## src/rtl/spim_pkg.sv

```systemverilog
package spim_pkg;

    localparam int DATA_W   = 16;
    localparam int NARROW_W = 8;
    localparam int ADDR_W   = 4;
    localparam int DIV_W    = 6;
    localparam int EDGE_W   = $clog2(2 * DATA_W + 1);

    typedef enum logic [ADDR_W-1:0] {
        RA_CFG        = 4'd0,
        RA_MOSI       = 4'd1,
        RA_TX_NARROW  = 4'd2,
        RA_TX_WIDE    = 4'd3,
        RA_RX_NARROW  = 4'd4,
        RA_RX_WIDE    = 4'd5,
        RA_SCLK_WAIT  = 4'd6,
        RA_DATA_WAIT  = 4'd7
    } reg_addr_e;

    // One SCLK edge event as seen by the shifter
    typedef struct packed {
        logic ev;    // an SCLK edge happens at this clock edge
        logic lead;  // the edge is an odd (leading) edge
        logic last;  // the edge is the final edge of the transfer
    } sclk_evt_t;

    function automatic logic [EDGE_W-1:0] edges_for(input logic wide);
        return wide ? EDGE_W'(2 * DATA_W) : EDGE_W'(2 * NARROW_W);
    endfunction

    function automatic logic [DATA_W-1:0] align_tx(input logic wide,
                                                  input logic [DATA_W-1:0] d);
        return wide ? d : {d[NARROW_W-1:0], {(DATA_W - NARROW_W){1'b0}}};
    endfunction

endpackage

```

## src/rtl/spim_sclk_gen.sv

```systemverilog
module spim_sclk_gen
    import spim_pkg::*;
#(
    parameter int DW = DIV_W,
    parameter int EW = EDGE_W
) (
    input  logic          clk,
    input  logic          rst,
    input  logic          start,
    input  logic [EW-1:0] n_edges,
    input  logic [DW-1:0] div,
    input  logic          cpha,
    input  logic          cpol,
    output logic          sclk,
    output sclk_evt_t     evt,
    output logic          sclk_idle,
    output logic          data_idle
);

    logic [DW-1:0] cnt_q;
    logic [EW-1:0] left_q;
    logic          tail_q;
    logic          phase_q;
    logic          running;

    assign running = (left_q != '0);

    always_ff @(posedge clk) begin
        if (rst) begin
            cnt_q   <= '0;
            left_q  <= '0;
            tail_q  <= 1'b0;
            phase_q <= 1'b0;
        end else if (start) begin
            cnt_q   <= div;
            left_q  <= n_edges;
            tail_q  <= 1'b0;
        end else if (running) begin
            if (cnt_q == '0) begin
                phase_q <= ~phase_q;
                left_q  <= left_q - EW'(1);
                cnt_q   <= div;
                if (left_q == EW'(1) && cpha) begin
                    tail_q <= 1'b1;
                end
            end else begin
                cnt_q <= cnt_q - DW'(1);
            end
        end else if (tail_q) begin
            if (cnt_q == '0) begin
                tail_q <= 1'b0;
            end else begin
                cnt_q <= cnt_q - DW'(1);
            end
        end
    end

    always_comb begin
        evt.ev   = running && (cnt_q == '0);
        evt.lead = ~left_q[0];
        evt.last = (left_q == EW'(1));
    end

    assign sclk      = phase_q ^ cpol;
    assign sclk_idle = ~running;
    assign data_idle = ~running & ~tail_q;

endmodule

```

## src/rtl/spim_shifter.sv

```systemverilog
module spim_shifter
    import spim_pkg::*;
#(
    parameter int W = DATA_W
) (
    input  logic          clk,
    input  logic          rst,
    input  logic          start,
    input  logic [W-1:0]  load,
    input  logic          cpha,
    input  sclk_evt_t     evt,
    input  logic          miso,
    input  logic          force_we,
    input  logic          force_val,
    output logic          mosi,
    output logic [W-1:0]  rx
);

    logic [W-1:0] tx_q;
    logic         sample_now;
    logic         shift_now;

    // Phase 0 samples on leading edges, phase 1 on trailing edges
    assign sample_now = evt.ev && (evt.lead != cpha);
    assign shift_now  = evt.ev && (evt.lead == cpha) && !evt.last;

    always_ff @(posedge clk) begin
        if (rst) begin
            tx_q <= '0;
            mosi <= 1'b0;
        end else if (force_we) begin
            mosi <= force_val;
        end else if (start) begin
            if (!cpha) begin
                mosi <= load[W-1];
                tx_q <= {load[W-2:0], 1'b0};
            end else begin
                tx_q <= load;
            end
        end else if (shift_now) begin
            mosi <= tx_q[W-1];
            tx_q <= {tx_q[W-2:0], 1'b0};
        end
    end

    always_ff @(posedge clk) begin
        if (rst) begin
            rx <= '0;
        end else if (sample_now) begin
            rx <= {rx[W-2:0], miso};
        end
    end

endmodule

```

## src/rtl/spim_regif.sv

```systemverilog
module spim_regif
    import spim_pkg::*;
#(
    parameter int DW = DIV_W,
    parameter int W  = DATA_W,
    parameter int AW = ADDR_W,
    parameter int EW = EDGE_W
) (
    input  logic          clk,
    input  logic          rst,
    input  logic          bus_sel,
    input  logic          bus_we,
    input  logic [AW-1:0] bus_addr,
    input  logic [W-1:0]  bus_wdata,
    output logic [W-1:0]  bus_rdata,
    output logic          bus_wait,
    input  logic          sclk_idle,
    input  logic          data_idle,
    input  logic          mosi,
    input  logic [W-1:0]  rx,
    output logic [DW-1:0] div,
    output logic          cpha,
    output logic          cpol,
    output logic          start,
    output logic [W-1:0]  load,
    output logic [EW-1:0] n_edges,
    output logic          force_we,
    output logic          force_val
);

    reg_addr_e addr_e;
    logic      wr_hold;
    logic      rd_hold;
    logic      wr_acc;
    logic      wide;

    assign addr_e  = reg_addr_e'(bus_addr);
    assign wr_hold = bus_we && !data_idle;
    assign rd_hold = !bus_we &&
                     (((addr_e == RA_SCLK_WAIT) && !sclk_idle) ||
                      ((addr_e == RA_DATA_WAIT) && !data_idle));
    assign bus_wait = bus_sel && (wr_hold || rd_hold);
    assign wr_acc   = bus_sel && bus_we && !bus_wait;

    assign wide      = (addr_e == RA_TX_WIDE);
    assign start     = wr_acc && ((addr_e == RA_TX_NARROW) || wide);
    assign load      = align_tx(wide, bus_wdata);
    assign n_edges   = edges_for(wide);
    assign force_we  = wr_acc && (addr_e == RA_MOSI);
    assign force_val = bus_wdata[0];

    always_ff @(posedge clk) begin
        if (rst) begin
            div  <= '0;
            cpha <= 1'b0;
            cpol <= 1'b0;
        end else if (wr_acc && addr_e == RA_CFG) begin
            div  <= bus_wdata[DW-1:0];
            cpha <= bus_wdata[DW];
            cpol <= bus_wdata[DW+1];
        end
    end

    always_comb begin
        case (addr_e)
            RA_CFG:       bus_rdata = W'({cpol, cpha, div});
            RA_MOSI:      bus_rdata = W'(mosi);
            RA_RX_NARROW: bus_rdata = W'(rx[NARROW_W-1:0]);
            RA_RX_WIDE:   bus_rdata = rx;
            RA_SCLK_WAIT: bus_rdata = W'(1);
            RA_DATA_WAIT: bus_rdata = W'(1);
            default:      bus_rdata = '0;
        endcase
    end

endmodule

```

## src/rtl/spim_master.sv

```systemverilog
module spim_master
    import spim_pkg::*;
#(
    parameter int DW = DIV_W
) (
    input  logic              clk,
    input  logic              rst,
    input  logic              bus_sel,
    input  logic              bus_we,
    input  logic [ADDR_W-1:0] bus_addr,
    input  logic [DATA_W-1:0] bus_wdata,
    output logic [DATA_W-1:0] bus_rdata,
    output logic              bus_wait,
    output logic              spi_sclk,
    output logic              spi_mosi,
    input  logic              spi_miso
);

    logic [DW-1:0]     div_w;
    logic              cpha_w;
    logic              cpol_w;
    logic              start_w;
    logic [DATA_W-1:0] load_w;
    logic [EDGE_W-1:0] n_edges_w;
    logic              force_we_w;
    logic              force_val_w;
    logic              sclk_idle_w;
    logic              data_idle_w;
    logic [DATA_W-1:0] rx_w;
    sclk_evt_t         evt_w;

    spim_regif #(.DW(DW), .W(DATA_W), .AW(ADDR_W), .EW(EDGE_W)) u_regif (
        .clk       (clk),
        .rst       (rst),
        .bus_sel   (bus_sel),
        .bus_we    (bus_we),
        .bus_addr  (bus_addr),
        .bus_wdata (bus_wdata),
        .bus_rdata (bus_rdata),
        .bus_wait  (bus_wait),
        .sclk_idle (sclk_idle_w),
        .data_idle (data_idle_w),
        .mosi      (spi_mosi),
        .rx        (rx_w),
        .div       (div_w),
        .cpha      (cpha_w),
        .cpol      (cpol_w),
        .start     (start_w),
        .load      (load_w),
        .n_edges   (n_edges_w),
        .force_we  (force_we_w),
        .force_val (force_val_w)
    );

    spim_sclk_gen #(.DW(DW), .EW(EDGE_W)) u_sclk (
        .clk       (clk),
        .rst       (rst),
        .start     (start_w),
        .n_edges   (n_edges_w),
        .div       (div_w),
        .cpha      (cpha_w),
        .cpol      (cpol_w),
        .sclk      (spi_sclk),
        .evt       (evt_w),
        .sclk_idle (sclk_idle_w),
        .data_idle (data_idle_w)
    );

    spim_shifter #(.W(DATA_W)) u_shift (
        .clk       (clk),
        .rst       (rst),
        .start     (start_w),
        .load      (load_w),
        .cpha      (cpha_w),
        .evt       (evt_w),
        .miso      (spi_miso),
        .force_we  (force_we_w),
        .force_val (force_val_w),
        .mosi      (spi_mosi),
        .rx        (rx_w)
    );

endmodule

```

## config.mk

```make
export PLATFORM = sky130hd
export DESIGN_NAME = spim_master
export DESIGN_NICKNAME = d
export VERILOG_FILES = /design/src/rtl/spim_pkg.sv /design/src/rtl/spim_sclk_gen.sv /design/src/rtl/spim_shifter.sv /design/src/rtl/spim_regif.sv /design/src/rtl/spim_master.sv
export SDC_FILE = /design/constraint.sdc
export NUM_CORES = 1
export LEC_CHECK = 0
export BUFFER_PORTS_ARGS = -buffer_cell sky130_fd_sc_hd__buf_2
export CORE_ASPECT_RATIO = 1.5
export CORE_MARGIN = 3
export CORE_UTILIZATION = 40
export CTS_BUF_LIST = sky130_fd_sc_hd__clkbuf_8
export CTS_CLUSTER_DIAMETER = 120
export DETAILED_ROUTE_END_ITERATION = 16
export PLACE_DENSITY = 0.63
export SETUP_SLACK_MARGIN = 0.1
export SYNTH_ARGS = -nofsm -noshare
export SYNTH_HDL_FRONTEND = slang
export SYNTH_SLANG_ARGS = --single-unit
export TNS_END_PERCENT = 1
```

## constraint.sdc

```tcl
create_clock -name clk -period 2.44 [get_ports clk]
set_input_delay 0.366 -clock clk [delete_from_list [all_inputs] [get_ports clk]]
set_output_delay 0.366 -clock clk [all_outputs]
set_load 0.02 [all_outputs]
```

==> results of run 1 <==
worst paths after layout:
check,end,depth (start not counted)
setup / recovery,u_sclk.cnt_q[0],5
hold / removal,u_shift.rx[0],3
setup reg to reg,u_sclk.cnt_q[0],5
hold reg to reg,u_shift.tx_q[0],2
cells by family after synthesis:
family	synth area share [%]
simple gates	20.5
mux	19.6
compound gates	15.5
buf+inv	5.07
xor+xnor	1.72
flops	36.0
fa+ha+maj	1.64
metal layers:
layer	track usage, %	vias to the layer above
met5	0	-
met4	4.87	0
met3	2.31	6
met2	31.1	68
met1	20.6	1257
li1	-	1334
critical path, cell delays in order (launching register included):
cell and delay [ns]:
dfxtp_1 0.36, or4_1 0.69, o211ai_2 0.47, nand2_1 0.14, or3_1 0.37, a21oi_1 0.12
cells in the final DEF (no fill, tap or decap), types with 4 or more instances in the layout:
cell	instances
mux2_2	8
xnor2_1	4
buf_2	43
nor3b_1	7
dfxtp_1	55
inv_1	10
nor2_1	47
ha_1	4
clkbuf_8	5
nor3_1	11
a31oi_1	5
mux2i_1	51
o32ai_1	4
nand2_1	23
a211oi_1	15
a21oi_1	31
buf_4	9
and2_1	9
cells in the mapped netlist (4+ instances only):
cell type	n	area, um2
a31oi_1	5	31.3
dfxtp_1	55	1100
nand2_1	24	90.1
nor2_1	47	176
mux2_2	8	90.1
inv_1	10	37.5
nor3b_1	7	52.6
a21oi_1	31	155
clkbuf_1	19	71.3
ha_1	4	50.1
and2_1	9	56.3
xnor2_1	4	35.0
nor3_1	11	55.1
mux2i_1	51	510
o32ai_1	4	35.0
a211oi_1	15	113
flip-flops by register name, indices dropped and copies added (netlist names):
name / flops
u_regif.cpha: 1
u_regif.cpol: 1
u_regif.div: 6
u_sclk.cnt_q: 6
u_sclk.left_q: 6
u_sclk.phase_q: 1
u_sclk.tail_q: 1
u_shift.mosi: 1
u_shift.rx: 16
u_shift.tx_q: 16
power by group through the flow:
| stage | clock network [mW] | logic [mW] | registers [mW] |
|---|---|---|---|
| after floorplan | 0 | 1.27 | 1.11 |
| final | 0.631 | 1.67 | 1.12 |
| after CTS | 0.651 | 1.66 | 1.12 |
| after detailed placement | 0 | 1.65 | 1.14 |
| after global routing | 0.678 | 1.83 | 1.13 |
| after global placement | 0 | 1.63 | 1.13 |
what timing repair did:
| item | CTS | global route |
|---|---|---|
| endpoints found under the setup margin | 0 | 5 |
| setup buffers | 0 | 0 |
| resized for setup | 0 | 1 |
area by class of cell:
type / instances / area share [%]
multi-input combinational: 265 / 51.7
sequential: 55 / 31.3
timing repair buffer: 54 / 9.17
tap: 100 / 3.55
clock buffer: 5 / 1.95
clock inverter: 3 / 1.35
inverter: 10 / 1.07
stage by stage:
step | util, % | instances
floorplan | - | 354
global placement | 46.5 | 484
detailed placement | 46.5 | 484
CTS | 48.1 | 492
global route | 48.1 | 492
finish | 48.1 | 492
==> results.cfg, run 1 <==
[status]
status = complete, no violations

[grt]
grt_pass1_vias = 2564
overflow = 0
grt_pass1_wl_mm = 12.2
grt_use_total_pct = 17.0
grt_max_degree = 36
antenna_found_initial = 0

[power_and_ir_drop]
combPwrFrac_pct = 48.9
p_leak_nw = 1.54
p_int_mw = 2.04
power_mw = 3.42
p_seq_share_pct = 32.6
power_frac_clock_pct = 18.5
net-switching-power_mw = 1.38
sw_frac_of_total_pct = 40.2
ir_drop_mv = 0.450
powerDensity_nw_per_um2 = 971

[route]
route.met3.wl_um = 328
wl_met1_mm = 3.24
vias = 2665
drt_wl_total_mm = 7.45
dr_wl_met2_mm = 3.80
route.antenna.remaining_nets = 0
first_pass_iters = 5
wl_per_cell_um = 15.1
initialDrtViolationCount = 144
highest-signal-layer = met4
drc = 0
drt-vias-per-instance = 5.42

[yosys]
seq_area_frac_synth_pct = 36.0
synth_top_flop_cell = dfxtp_1
synth-edff-count = 0
ys_ff_latch = 55
yosysUniqueCellTypes = 47
async_reset_ff_share_pct = 0
synthCells = 354
synth_nets = 383
synth_area_um2 = 3060
avgSynthCellArea_um2 = 8.64
yosys_warnings = 0

[finish]
fillers = 768
nets = 420
multi_input_area_um2 = 1820
diodes = 0
drive_above_1_share_pct = 21.2
seqCellArea_um2 = 1100
syn_to_final_growth_pct = 15.2
fin_area_um2 = 3520

[critical_path]
cp-start-kind = flop
critPathLaunch = u_sclk.left_q[2]
regToRegSetupSlack_ns = 0.23
arrival_ns = 2.45
critPathCaptureType = flop
worstPathRequired_ns = 2.68
path_class = flop to flop
worstPathMaxFanout = 10
r2r-start = u_sclk.left_q[2]

[floorplan]
io_pins = 44
start_util_pct = 41.8
rows = 38
dieHeight_um = 113
design.core.area_um2 = 7320
die_area_um2 = 8750
die_w_um = 77.4

[placed_design]
place_hpwl_mm = 5.40
port_buffers = 43
place_ws_ns = 0.232
gp_congestion = 0.794
place_area_um2 = 3400

[timing]
finalMaxSlewViolations = 0
fmax_mhz = 452
hold_viol = 0
finalSetupViolCount = 0
final.period_utilization_pct = 90.7
whs_ns = 0.293
rsz0062_at_grt = true
fin_crit_ns = 2.21
fin_ws_ns = 0.227
finClkSkew_ns = 0.0100
tightest_slew_ns = 0.682
relSlewSlack_pct = 54.6
tns_ns = 0

[clock_network]
insertion_delay_ns = 0.31
cts.sinks = 55
postCtsHoldBufs = 0
clk_pin_slew_worst_paths_ns = 0.11
htreeDepth = 2
cts_inserted_buffers = 5
cts_tree = done
ctsLongestPathBuffers = 2
root_buffer = clkbuf_8

[hold_path]
hold_path.class = primary input to flop
hp-start = spi_miso

[flow_run]
cap_viol_max_count = 0
(Power assumes the default switching activity.)
==> run 2: changes to the inputs <==
--- a/config.mk
+++ b/config.mk
@@ -5,6 +5,7 @@
 export SDC_FILE = /design/constraint.sdc
 export NUM_CORES = 1
 export LEC_CHECK = 0
+export ABC_AREA = 1
 export BUFFER_PORTS_ARGS = -buffer_cell sky130_fd_sc_hd__buf_2
 export CORE_ASPECT_RATIO = 1.5
 export CORE_MARGIN = 3
==> run 2 against run 1 <==
  * Maximum frequency rose by 2.2%
  * Via count is 11% higher
  * Design area down 3.4%
  * Critical endpoint is now bus_wait
  * Highest routed layer unchanged
==> results.cfg, run 2 <==
[status]
status = complete, no violations

[yosys]
ys_ff_latch = 55
synthCells = 448
netlist.area_leader.share_pct = 36.3
netlist.top_cell.by_area = dfxtp_1
yosysMostFrequentCell = nand2_1
synth_top_flop_cell = dfxtp_1
synth-edff-count = 0
yosys_warnings = 0
yosysUniqueCellTypes = 31
synth_fa_ha_area_share_pct = 1.65
synth_nets = 477
seq_area_frac_synth_pct = 36.3
avgSynthCellArea_um2 = 6.78
synth_top_family_by_area = simple AND/OR/NAND/NOR gates
synthTopCellsByArea = dfxtp_1, o21ai_0, nand2_1
synth_compound_area_share_pct = 23.5
yosys.area_share.xor_xnor_pct = 2.02
yosys.area_share.simple_pct = 25.0
synthTopCellsByCount = nand2_1, o21ai_0, inv_1
async_reset_ff_share_pct = 0
synth_area_um2 = 3040
synth.area.mux_share_pct = 0

[floorplan]
die_w_um = 77.1
start_util_pct = 41.5
dieHeight_um = 113
rows = 38
io_pins = 44
die_area_um2 = 8690
design.core.area_um2 = 7320

[finish]
final_common_cell = nand2_1
drive_above_1_share_pct = 15.4
syn_to_final_growth_pct = 12.0
nets = 510
reg_top3 = u_shift.rx x16, u_shift.tx_q x16
diodes = 0
final_cell_mix = nand2_1, o21ai_0, inv_1, dfxtp_1, a21oi_1
finish.utilization_pct = 46.5

[power_and_ir_drop]
net-switching-power_mw = 1.27
power_frac_clock_pct = 18.1
p_seq_share_pct = 39.6
powerDensity_nw_per_um2 = 894
sw_frac_of_total_pct = 41.8
ir_drop_mv = 0.312
combPwrFrac_pct = 42.3
p_leak_nw = 1.48
p_int_mw = 1.77

[timing]
final.period_utilization_pct = 88.7
hold_viol = 0
fmax_mhz = 462
rsz0062_at_grt = true
finalSetupViolCount = 0
tns_ns = 0
relSlewSlack_pct = 66.7
fin_crit_ns = 2.16
finClkSkew_ns = 0.00767
tightest_slew_ns = 0.498
finalMaxSlewViolations = 0

[clock_network]
cts_tree = done
clk_pin_slew_worst_paths_ns = 0.11
root_buffer = clkbuf_8
ctsLongestPathBuffers = 2
postCtsSetupBuffers = 0
cts_inserted_buffers = 5
cts.sinks = 55
htreeDepth = 2
insertion_delay_ns = 0.31

[flow_run]
cap_viol_max_count = 0

[grt]
grt_pass1_wl_mm = 13.2
grt_use_total_pct = 18.3
antenna_found_initial = 0
grt_max_degree = 49
grt_pass1_vias = 2845
overflow = 0

[route]
drt_wl_total_mm = 7.78
first_pass_iters = 4
drt-vias-per-instance = 5.08
initialDrtViolationCount = 157
route.antenna.remaining_nets = 0
wl_per_cell_um = 13.4
vias = 2958
drc = 0

[critical_path]
worstPathMaxFanout = 6
worstPathRequired_ns = 2.07
critPathCaptureType = output port
cp-start-kind = flop
arrival_ns = 1.80
path_class = flop to output port

[placed_design]
gp_congestion = 0.924
place_hpwl_mm = 5.76
port_buffers = 43

[hold_path]
hold_path.class = primary input to flop
[run 2: routing by layer]
layer  global-route usage, %  up-vias  share of wire, %
li1                        -     1536                 -
met2                    31.9       77                49
met5                       0        -                 0
met1                    22.7     1328                43
met3                    2.71       17               4.5
met4                    6.65        0               2.7
[run 2: final timing paths]
check / from / end / slack, ns / depth (start not counted)
worst max-delay path: u_sclk.left_q[0] / bus_wait / 0.28 / 8
worst min-delay path: rst / u_sclk.left_q[5] / 0.32 / 2
worst max register to register: u_sclk.left_q[0] / u_sclk.cnt_q[5] / 0.33 / 12
worst min register to register: u_shift.rx[15] / u_shift.rx[15] / 0.46 / 2
[run 2: cells by family (layout without fill, tap and decap cells)]
logic type | Yosys count | in the layout
AOI/OAI and AO/OA | 134 | 134
xor gates and xnor gates | 7 | 7
adders and majority gates | 4 | 4
buffers and inverters | 84 | 118
DFF | 55 | 55
and+or+nand+nor | 164 | 164
[run 2: through the flow]
| step | instances | power, mW | setup WS, ns | hold slack (ns) | area, um2 |
|---|---|---|---|---|---|
| after floorplan | 448 | 2.27 | 0.552 | 0.430 | 3040 |
| after global placement | 574 | 2.48 | 0.376 | 0.443 | 3290 |
| after detailed placement | 574 | 2.50 | 0.226 | 0.447 | 3290 |
| after CTS | 582 | 3.06 | 0.218 | 0.317 | 3390 |
| after global routing | 582 | 3.32 | 0.0617 | 0.341 | 3400 |
| final | 582 | 3.04 | 0.276 | 0.321 | 3400 |
[run 2: worst max-delay path, stage by stage (launching register included)]
cell and delay, ns:
dfxtp_1 0.43, inv_1 0.08, ha_1 0.24, nand2_2 0.14, nor2_8 0.05, o21ai_0 0.08, a31oi_1 0.10, nor3b_1 0.18
buf_2 0.19
[run 2: repair_timing]
action | 4_1_cts | 5_1_grt
resized for setup | 0 | 1
hold buffers | 0 | 0
setup endpoints to repair | 0 | 20
[run 2: final cells by class]
class / instances / area [um2]
inverter: 62 / 233
timing repair buffer: 48 / 253
fill: 780 / 3920
sequential: 55 / 1100
tap: 100 / 125
clock buffer: 6 / 82.6
clock inverter: 2 / 17.5
multi-input combinational: 309 / 1590
[run 2: power groups by stage]
| stage | Clock, mW | Sequential (mW) | Combinational, mW |
|---|---|---|---|
| 2_1_floorplan | 0 | 1.19 | 1.07 |
| 3_3_place_gp | 0 | 1.22 | 1.25 |
| 3_5_place_dp | 0 | 1.22 | 1.28 |
| 4_1_cts | 0.573 | 1.21 | 1.28 |
| 5_1_grt | 0.607 | 1.23 | 1.49 |
| 6_report | 0.551 | 1.21 | 1.29 |
